## src/rtl/dma_addr_pkg.sv

```systemverilog
package dma_addr_pkg;

    localparam int unsigned ADDR_W     = 32;
    localparam int unsigned LEN_W      = 32;
    localparam int unsigned ROWLEN_W   = 16;
    localparam int unsigned ROWCNT_W   = 14;
    localparam int unsigned STRIDE_W   = 16;
    localparam int unsigned ROWCNT_LSB = ROWLEN_W;
    localparam int unsigned NARROW_B   = 4;
    localparam int unsigned WIDE_B     = 16;
    localparam int unsigned NUM_SIDES  = 2;

    typedef struct packed {
        logic                busy;
        logic                done;
        logic                wide;
        logic [ROWLEN_W-1:0] row_len;
        logic [LEN_W-1:0]    rem;
        logic [ROWCNT_W-1:0] rows;
    } ctrl_t;

    typedef struct packed {
        logic [ADDR_W-1:0]   addr;
        logic                inc;
        logic                wide;
        logic [STRIDE_W-1:0] stride;
    } side_t;

    function automatic logic [LEN_W-1:0] beat_bytes(input logic wide);
        return wide ? LEN_W'(WIDE_B) : LEN_W'(NARROW_B);
    endfunction

endpackage

```

## src/rtl/dma_beat_ctrl.sv

```systemverilog
module dma_beat_ctrl
    import dma_addr_pkg::*;
#(
    parameter bit LITE = 1'b0
) (
    input  logic             clk,
    input  logic             rst_n,
    input  logic             start,
    input  logic             advance,
    input  logic             mode_2d,
    input  logic             wide,
    input  logic [LEN_W-1:0] len,
    output logic             load,
    output logic             step,
    output logic             row_end,
    output logic             busy,
    output logic             last,
    output logic             done
);

    ctrl_t q, d;
    logic  use_2d;
    logic [LEN_W-1:0] eff_len;
    logic [LEN_W-1:0] bsz;

    always_comb begin
        use_2d  = mode_2d && !LITE;
        eff_len = LITE ? LEN_W'(len[ROWLEN_W-1:0]) : len;
        bsz     = beat_bytes(q.wide);
        load    = start && !q.busy;
        step    = q.busy && advance;
        row_end = (q.rem <= bsz);
        last    = q.busy && row_end && (q.rows == '0);

        d      = q;
        d.done = 1'b0;
        if (load) begin
            d.busy = 1'b1;
            d.wide = wide;
            if (use_2d) begin
                d.row_len = len[ROWLEN_W-1:0];
                d.rem     = LEN_W'(len[ROWLEN_W-1:0]);
                d.rows    = len[ROWCNT_LSB +: ROWCNT_W];
            end else begin
                d.row_len = '0;
                d.rem     = eff_len;
                d.rows    = '0;
            end
        end else if (step) begin
            if (row_end) begin
                if (q.rows == '0) begin
                    d.busy = 1'b0;
                    d.done = 1'b1;
                end else begin
                    d.rows = q.rows - 1'b1;
                    d.rem  = LEN_W'(q.row_len);
                end
            end else begin
                d.rem = q.rem - bsz;
            end
        end
    end

    always_ff @(posedge clk or negedge rst_n) begin
        if (!rst_n) q <= '0;
        else        q <= d;
    end

    assign busy = q.busy;
    assign done = q.done;

endmodule

```

## src/rtl/dma_addr_side.sv

```systemverilog
module dma_addr_side
    import dma_addr_pkg::*;
(
    input  logic                clk,
    input  logic                rst_n,
    input  logic                load,
    input  logic [ADDR_W-1:0]   start_addr,
    input  logic                inc,
    input  logic                wide,
    input  logic [STRIDE_W-1:0] stride,
    input  logic                step,
    input  logic                row_end,
    output logic [ADDR_W-1:0]   addr
);

    localparam int unsigned EXT_W = ADDR_W - STRIDE_W;

    side_t q, d;
    logic [ADDR_W-1:0] inc_amt;
    logic [ADDR_W-1:0] jump;

    always_comb begin
        inc_amt = q.inc ? (q.wide ? ADDR_W'(WIDE_B) : ADDR_W'(NARROW_B)) : '0;
        jump    = row_end ? {{EXT_W{q.stride[STRIDE_W-1]}}, q.stride} : '0;
        d = q;
        if (load) begin
            d.addr   = start_addr;
            d.inc    = inc;
            d.wide   = wide;
            d.stride = stride;
        end else if (step) begin
            d.addr = q.addr + inc_amt + jump;
        end
    end

    always_ff @(posedge clk or negedge rst_n) begin
        if (!rst_n) q <= '0;
        else        q <= d;
    end

    assign addr = q.addr;

endmodule

```

## src/rtl/dma_addr_seq.sv

```systemverilog
module dma_addr_seq
    import dma_addr_pkg::*;
#(
    parameter bit LITE = 1'b0
) (
    input  logic              clk,
    input  logic              rst_n,
    input  logic              start,
    input  logic              advance,
    input  logic [ADDR_W-1:0] cfg_src_addr,
    input  logic [ADDR_W-1:0] cfg_dst_addr,
    input  logic [LEN_W-1:0]  cfg_len,
    input  logic [31:0]       cfg_stride,
    input  logic              cfg_2d,
    input  logic              cfg_wide,
    input  logic              cfg_src_inc,
    input  logic              cfg_dst_inc,
    output logic [ADDR_W-1:0] src_addr,
    output logic [ADDR_W-1:0] dst_addr,
    output logic              busy,
    output logic              last_beat,
    output logic              done
);

    logic load, step, row_end;
    logic [ADDR_W-1:0]   side_start  [NUM_SIDES];
    logic                side_inc    [NUM_SIDES];
    logic [STRIDE_W-1:0] side_stride [NUM_SIDES];
    logic [ADDR_W-1:0]   side_addr   [NUM_SIDES];

    assign side_start[0]  = cfg_src_addr;
    assign side_start[1]  = cfg_dst_addr;
    assign side_inc[0]    = cfg_src_inc;
    assign side_inc[1]    = cfg_dst_inc;
    assign side_stride[0] = cfg_stride[STRIDE_W-1:0];
    assign side_stride[1] = cfg_stride[2*STRIDE_W-1:STRIDE_W];

    dma_beat_ctrl #(.LITE(LITE)) u_ctrl (
        .clk     (clk),
        .rst_n   (rst_n),
        .start   (start),
        .advance (advance),
        .mode_2d (cfg_2d),
        .wide    (cfg_wide),
        .len     (cfg_len),
        .load    (load),
        .step    (step),
        .row_end (row_end),
        .busy    (busy),
        .last    (last_beat),
        .done    (done)
    );

    for (genvar g = 0; g < NUM_SIDES; g++) begin : g_side
        dma_addr_side u_side (
            .clk        (clk),
            .rst_n      (rst_n),
            .load       (load),
            .start_addr (side_start[g]),
            .inc        (side_inc[g]),
            .wide       (cfg_wide),
            .stride     (side_stride[g]),
            .step       (step),
            .row_end    (row_end),
            .addr       (side_addr[g])
        );
    end

    assign src_addr = side_addr[0];
    assign dst_addr = side_addr[1];

endmodule

```

## config.mk

```make
export PLATFORM = sky130hd
export DESIGN_NAME = dma_addr_seq
export DESIGN_NICKNAME = d
export VERILOG_FILES = /design/src/rtl/dma_addr_pkg.sv /design/src/rtl/dma_beat_ctrl.sv /design/src/rtl/dma_addr_side.sv /design/src/rtl/dma_addr_seq.sv
export SDC_FILE = /design/constraint.sdc
export NUM_CORES = 1
export LEC_CHECK = 0
export BUFFER_PORTS_ARGS = -buffer_cell sky130_fd_sc_hd__buf_2
export CAP_MARGIN = 20
export CORE_MARGIN = 2
export CORE_UTILIZATION = 38
export DETAILED_ROUTE_END_ITERATION = 10
export PLACE_DENSITY = 0.7
export SLEW_MARGIN = 40
export SYNTH_ARGS = -nofsm -noshare
export SYNTH_HDL_FRONTEND = slang
export SYNTH_SLANG_ARGS = --single-unit
```

## constraint.sdc

```tcl
create_clock -name clk -period 5.4 [get_ports clk]
set_input_delay 1.08 -clock clk [delete_from_list [all_inputs] [get_ports clk]]
set_output_delay 1.08 -clock clk [all_outputs]
set_load 0.02 [all_outputs]
```

Word level (Yosys, flattened, before mapping)
Index checks and enable logic that the tools add are counted. Widths: inputs -> output; s select.

Register bits after elaboration: 163. Input bits: 136. Output and inout port bits: 67.

Add/subtract/negate cells: 6. $lt $le $gt $ge: 1. Equality and inequality tests: 2. Multiplexer cells: 20. Reductions and logical operators: 12.

Operators with widths (number): $mux 32 (7); $mux 46 (3); $add 32x32->32 (4); $mux 62 (1); $le 32x32->1 (1); $sub 32x32->32 (1); $mux 5 (3); $logic_not 14->1 (1); $mux 14 (1); $sub 14x1->14 const B (1); $mux 2 (3); $reduce_and 3->1 (2); $reduce_bool 2->1 (3); $logic_and 1x1->1 (4); $ne 3x2->1 const B (1); $mux 1 (2); $ne 2x1->1 const B (1); $reduce_and 2->1 (1); $logic_not 1->1 (1).

Logic depth before layout (Yosys ltp)
Depth in word-level cells: 6. Gate-level depth with buffers: 24. Mapped depth without buffers: 22.

Hierarchy
A second synthesis with hierarchy kept.

Cell total of the unflattened synthesis: 1430. Area, all modules: 13062.5 um^2.

By module, submodules not included: dma_addr_side (g_side[1].u_side) (instances 1, cells each 485, area an instance 4565.6 um^2); dma_addr_side (g_side[0].u_side) (instances 1, cells each 488, area an instance 4510.6 um^2); dma_beat_ctrl (instances 1, cells each 457, area an instance 3986.3 um^2).

Worst setup path after synthesis
Ideal clock, no wire load.

Path type: reg2reg. From: reg u_ctrl.q[22] in the netlist's numbering. To: reg g_side[0].u_side.q, in the netlist g_side[0].u_side.addr[28]. Setup time: 0.077 ns. Arrival time: 5.330 ns. Setup slack: -0.007 ns. Stages on the path, launching flop included: 20. Buffers on the path: 2. Clock period less this slack: 5.407 ns. Cell sequence: dfrtp_1 or3_1 or4_4 or3_4 a211oi_4 clkbuf_1 clkbuf_1 and2_1 fa_1 ha_1 a211oi_1 o21bai_1 o21ai_0 o31ai_1 a311oi_1 o31a_1 o21ai_0 o21bai_1 mux2_2 a21oi_1.

Word-level cells in the longest chain between the ends: 5.

RTL lines: from (decl) (line dma_beat_ctrl.sv:21) `ctrl_t q, d;`; from (signal assigned) (line dma_beat_ctrl.sv:65) `if (!rst_n) q <= '0;`; from (signal assigned) (line dma_beat_ctrl.sv:66) `else q <= d;`; $le 32x32->1 (line dma_beat_ctrl.sv:32) `row_end = (q.rem <= bsz);`; $mux 32 (line dma_addr_side.sv:24) `jump = row_end ? {{EXT_W{q.stride[STRIDE_W-1]}}, q.stride} : '0;`; $add 32x32->32 (line dma_addr_side.sv:32) `d.addr = q.addr + inc_amt + jump;`; $mux 32 (line dma_addr_side.sv:31) `end else if (step) begin`; $mux 32 (line dma_addr_side.sv:26) `if (load) begin`; to (signal assigned) (line dma_addr_side.sv:37) `if (!rst_n) q <= '0;`; to (signal assigned) (line dma_addr_side.sv:38) `else q <= d;`; to (decl) (line dma_addr_side.sv:18) `side_t q, d;`.

Every way passes these cells. The select of a mux whose other input is x is not followed. A chain may end at the register's enable or synchronous reset.

Worst setup path after layout
From: reg u_ctrl.q[24] in the netlist's numbering. To: reg g_side[1].u_side.q, in the netlist g_side[1].u_side.addr[30].

Word-level cells in the longest chain between the ends: 5.

RTL lines (line): $le 32x32->1 (dma_beat_ctrl.sv:32); $mux 32 (dma_addr_side.sv:24); $add 32x32->32 (dma_addr_side.sv:32); $mux 32 (dma_addr_side.sv:31); $mux 32 (dma_addr_side.sv:26); to (signal assigned) (dma_addr_side.sv:37); to (signal assigned) (dma_addr_side.sv:38); to (decl) (dma_addr_side.sv:18).

Every way passes these cells. The select of a mux whose other input is x is not followed.

==> run_results.csv <==
group,metric,value,unit
final_layout,drive_gt1_share,19.9,%
setup_path,cp_max_fo,4,
final_layout,area_delta_synth_final,15.7,%
placement,dp_hpwl,23.8,mm
sta,setup_viol,0,
clock_network,clk_pin_slew,0.07,ns
grt,grt_pass1_wl,52.5,mm
clock_network,clock_latency,0.45,ns
sta,relSlewSlack,45.0,%
synthesis,synth_top_cells_by_count,"nand2_1, dfrtp_1, ha_1",
final_layout,fillers,3115,
clock_network,cts_tree,"yes",
min_path,hold-path-cell-count,2,
setup_path,regToRegSetupSlack,0.26,ns
clock_network,numCtsBuffers,17,
synthesis,syn-mean-instance-area,8.28,um2
floorplan,start_util,38.6,%
clock_network,htree_levels,4,
clock_network,clk_path_buf_depth,2,
setup_path,crit_path_end_kind,"flop",
clock_network,clock-sinks,163,
placement,portBuffers,202,
placement,dp_cells,1972,
setup_path,crit_buf_inv,1,
min_path,hp-start,"g_side[0].u_side.q[9]",
sta,hold_viol,0,
drt,route.detailed.drc,0,
synthesis,netlist_area,0.0121,mm2
grt,grt_max_degree,96,
synthesis,synth_cell_types,68,
synthesis,ys.flop_type,"dfrtp_1",
setup_path,cp.required,5.69,ns
synthesis,synth_fp_nets,1729,
synthesis,synth-compound-area-share,18.3,%
floorplan,rows,65,
synthesis,synth_warnings,0,
grt,track_usage,19.4,%
placement,gp_congestion,0.899,
synthesis,synth_edf_count,0,
sta,max_slew.worst_pin.slew,0.818,ns
setup_path,path_cells,"or3_4, or4_4, or3_4, a211oi_4, buf_6, and2_1, fa_1, ha_1, a21o_1, a21oi_2, o21bai_2, a31oi_2, o211ai_1, o41a_1, a22o_1, a211oi_2, xor2_1, o21ai_0",
clock_network,hold_buffers,0,
sta,rsz0062_at_grt,"yes",
drt,via_per_inst,5.35,
synthesis,synth_top_family_by_area,"simple AND/OR/NAND/NOR gates",
floorplan,core_area,0.0315,mm2
setup_path,cp.arrival,5.43,ns
setup_path,max_stage_delay,0.44,ns
drt,avgRoutedWirePerCell,16.0,um
sta,period_share,95.1,%
setup_path,worstSetupPathType,"flop to flop",
drt,firstDrtPassIters,5,
sta,min_period,5.14,ns
setup_path,crit_cells,18,
synthesis,yosysSeqAreaShare,33.6,%
sta,fin_worst_skew,0.0137,ns
drt,drtIter0Drc,571,
setup_path,cp_top_family,"compound AO/OA/AOI/OAI gates",
synthesis,synth_cells,1465,
synthesis,synthMuxAreaShare,1.02,%
drt,num_vias,10800,
pwr,powerDensity,361,mW/mm2
pwr,ir_worst_vdd,212,uV
final_layout,final_cell_count_no_fill,2013,
synthesis,ys_ff_latch,163,
setup_path,startpoint_type,"flop",
drt,antenna_left,0,
synthesis,yosys.area_share.xor_xnor,5.20,%
grt,overflow,0,
setup_path,path_common_cell,"or3_4",
min_path,worst_hold_path_type,"flop to flop",
job,max_cap_violations,0,
synthesis,synthTopCellsByArea,"dfrtp_1, ha_1, nand2_1",
synthesis,synthSimpleGateAreaFrac,21.5,%
synthesis,synth_most_common_cell,"nand2_1",
synthesis,synth_fa_ha_area_share,13.6,%
clock_network,root_buffer,"clkbuf_16",
grt,grt_antenna_before_repair,3,
synthesis,postSynth.asyncResetShare,100,%
sta,drv_slew,0,
floorplan,die-width,183,um
synthesis,synth_top_area_cell,"dfrtp_1",
floorplan,pin_count,203,
floorplan,die_y,183,um
grt,grt_pass1_vias,10500,
final_layout,utilization,44.6,%
floorplan,die-area,0.0334,mm2
setup_path,worst_path_max_delay_cell,"or4_4",
final_layout,final_net_count,1859,
synthesis,yosysTopAreaCellShare,33.6,%
sta,fmax,195,MHz
run_status,status,"finished, final reports clean",
drt,routed_wl,32.2,mm
setup_path,reg2reg_depth,18,
pwr,leakage,7.04,nW
setup_path,r2r_start,"u_ctrl.q[24]",
setup_path,crit_start,"u_ctrl.q[24]",
-- metrics by stage --
step | TNS, ns | cell area (um2) | worst slack [ns] | hold slack [ns] | power [mW]
finish | 0 | 14000 | 0.264 | 0.469 | 5.07
global route | -0.0693 | 14000 | -0.0414 | 0.487 | 5.44
CTS | 0 | 13900 | 0.0457 | 0.472 | 5.08
detailed placement | 0 | 13200 | 0.0636 | 0.454 | 3.70
global placement | 0 | 13200 | 0.0870 | 0.450 | 3.65
floorplan | 0 | 12100 | 0.0806 | 0.437 | 3.26
-- logic make-up after synthesis --
logic type	count (synthesis)
AOI/OAI and AO/OA	354
muxes	12
and+or+nand+nor	582
xor gates and xnor gates	72
adders and majority gates	128
buffers and inverters	154
DFF	163
-- power breakdown --
group | internal, mW | switching (mW)
combinational | 0.814 | 1.16
sequential | 1.50 | 0.262
clock | 0.751 | 0.596
-- worst paths after layout --
kind                                             endpoint
worst max-delay path            g_side[1].u_side.addr[30]
worst min-delay path                g_side[0].u_side.q[9]
worst max register to register  g_side[1].u_side.addr[30]
worst min register to register      g_side[0].u_side.q[9]
max in group asynchronous       g_side[0].u_side.addr[14]
min in group asynchronous        g_side[1].u_side.addr[6]
-- cell usage in the layout (no fill, tap or decap), types with 5 or more instances in the layout --
cell type  Yosys  final
a211oi_1      15     11
a21o_1        40     40
a21oi_1       83     81
a22oi_1       12     12
a31oi_1       50     49
and2_1        42     42
and3_1        13     13
buf_2          2    201
buf_4         64     34
buf_6          1      5
clkbuf_16      0     17
dfrtp_1      163    163
fa_1           6      6
ha_1         122    113
ha_2           0      7
inv_1         22     22
inv_6          0      7
mux2i_1        9      9
nand2_1      308    307
nand2b_1      10      9
nand3_1       43     43
nand4_1       10     10
nor2_1       101     99
nor2b_1       11     10
nor3_1        17     16
nor4_1         6      6
o211ai_1       9      9
o21ai_0       87     83
o21ai_1        6      9
o21bai_1       9      6
xnor2_1       45     45
xor2_1        27     27
-- worst reg2reg max path, stage by stage, from the launching register on --
cell and delay, ns:
dfrtp_1 0.41, or3_4 0.40, or4_4 0.44, or3_4 0.37, a211oi_4 0.30, buf_6 0.16, and2_1 0.14, fa_1 0.44
ha_1 0.31, a21o_1 0.20, a21oi_2 0.16, o21bai_2 0.09, a31oi_2 0.22, o211ai_1 0.18, o41a_1 0.43, a22o_1 0.23
a211oi_2 0.22, xor2_1 0.18, o21ai_0 0.10
-- registers in the layout, indices dropped and copies added (netlist names) --
register and flops:
u_ctrl.busy 1, u_ctrl.done 1, u_ctrl.q 62, g_side.u_side.addr 64, g_side.u_side.q 35
-- repair_timing --
action                                  in CTS  in global routing
setup buffers                                0                  6
gates resized for setup                      0                 33
endpoints found under the setup margin       0                 17
-- cell type report --
class | count | area, um2 | share of cell area, %
Multi-Input combinational cell | 1148 | 7370 | 52.5
Sequential cell | 163 | 4080 | 29.0
Timing Repair Buffer | 243 | 1370 | 9.77
Tap cell | 402 | 503 | 3.58
Clock buffer | 17 | 425 | 3.03
Clock inverter | 15 | 206 | 1.47
Inverter | 22 | 82.6 | 0.588
Antenna cell | 3 | 7.51 | 0.0535
-- per-layer routing --
layer  share of wire [%]  GRT usage (%)
met1                  45           25.9
met2                  48           31.9
met3                 5.1           3.15
met4                 1.9           6.71
met5                   0              0
No activity file was read; power rests on OpenSTA's default activity.
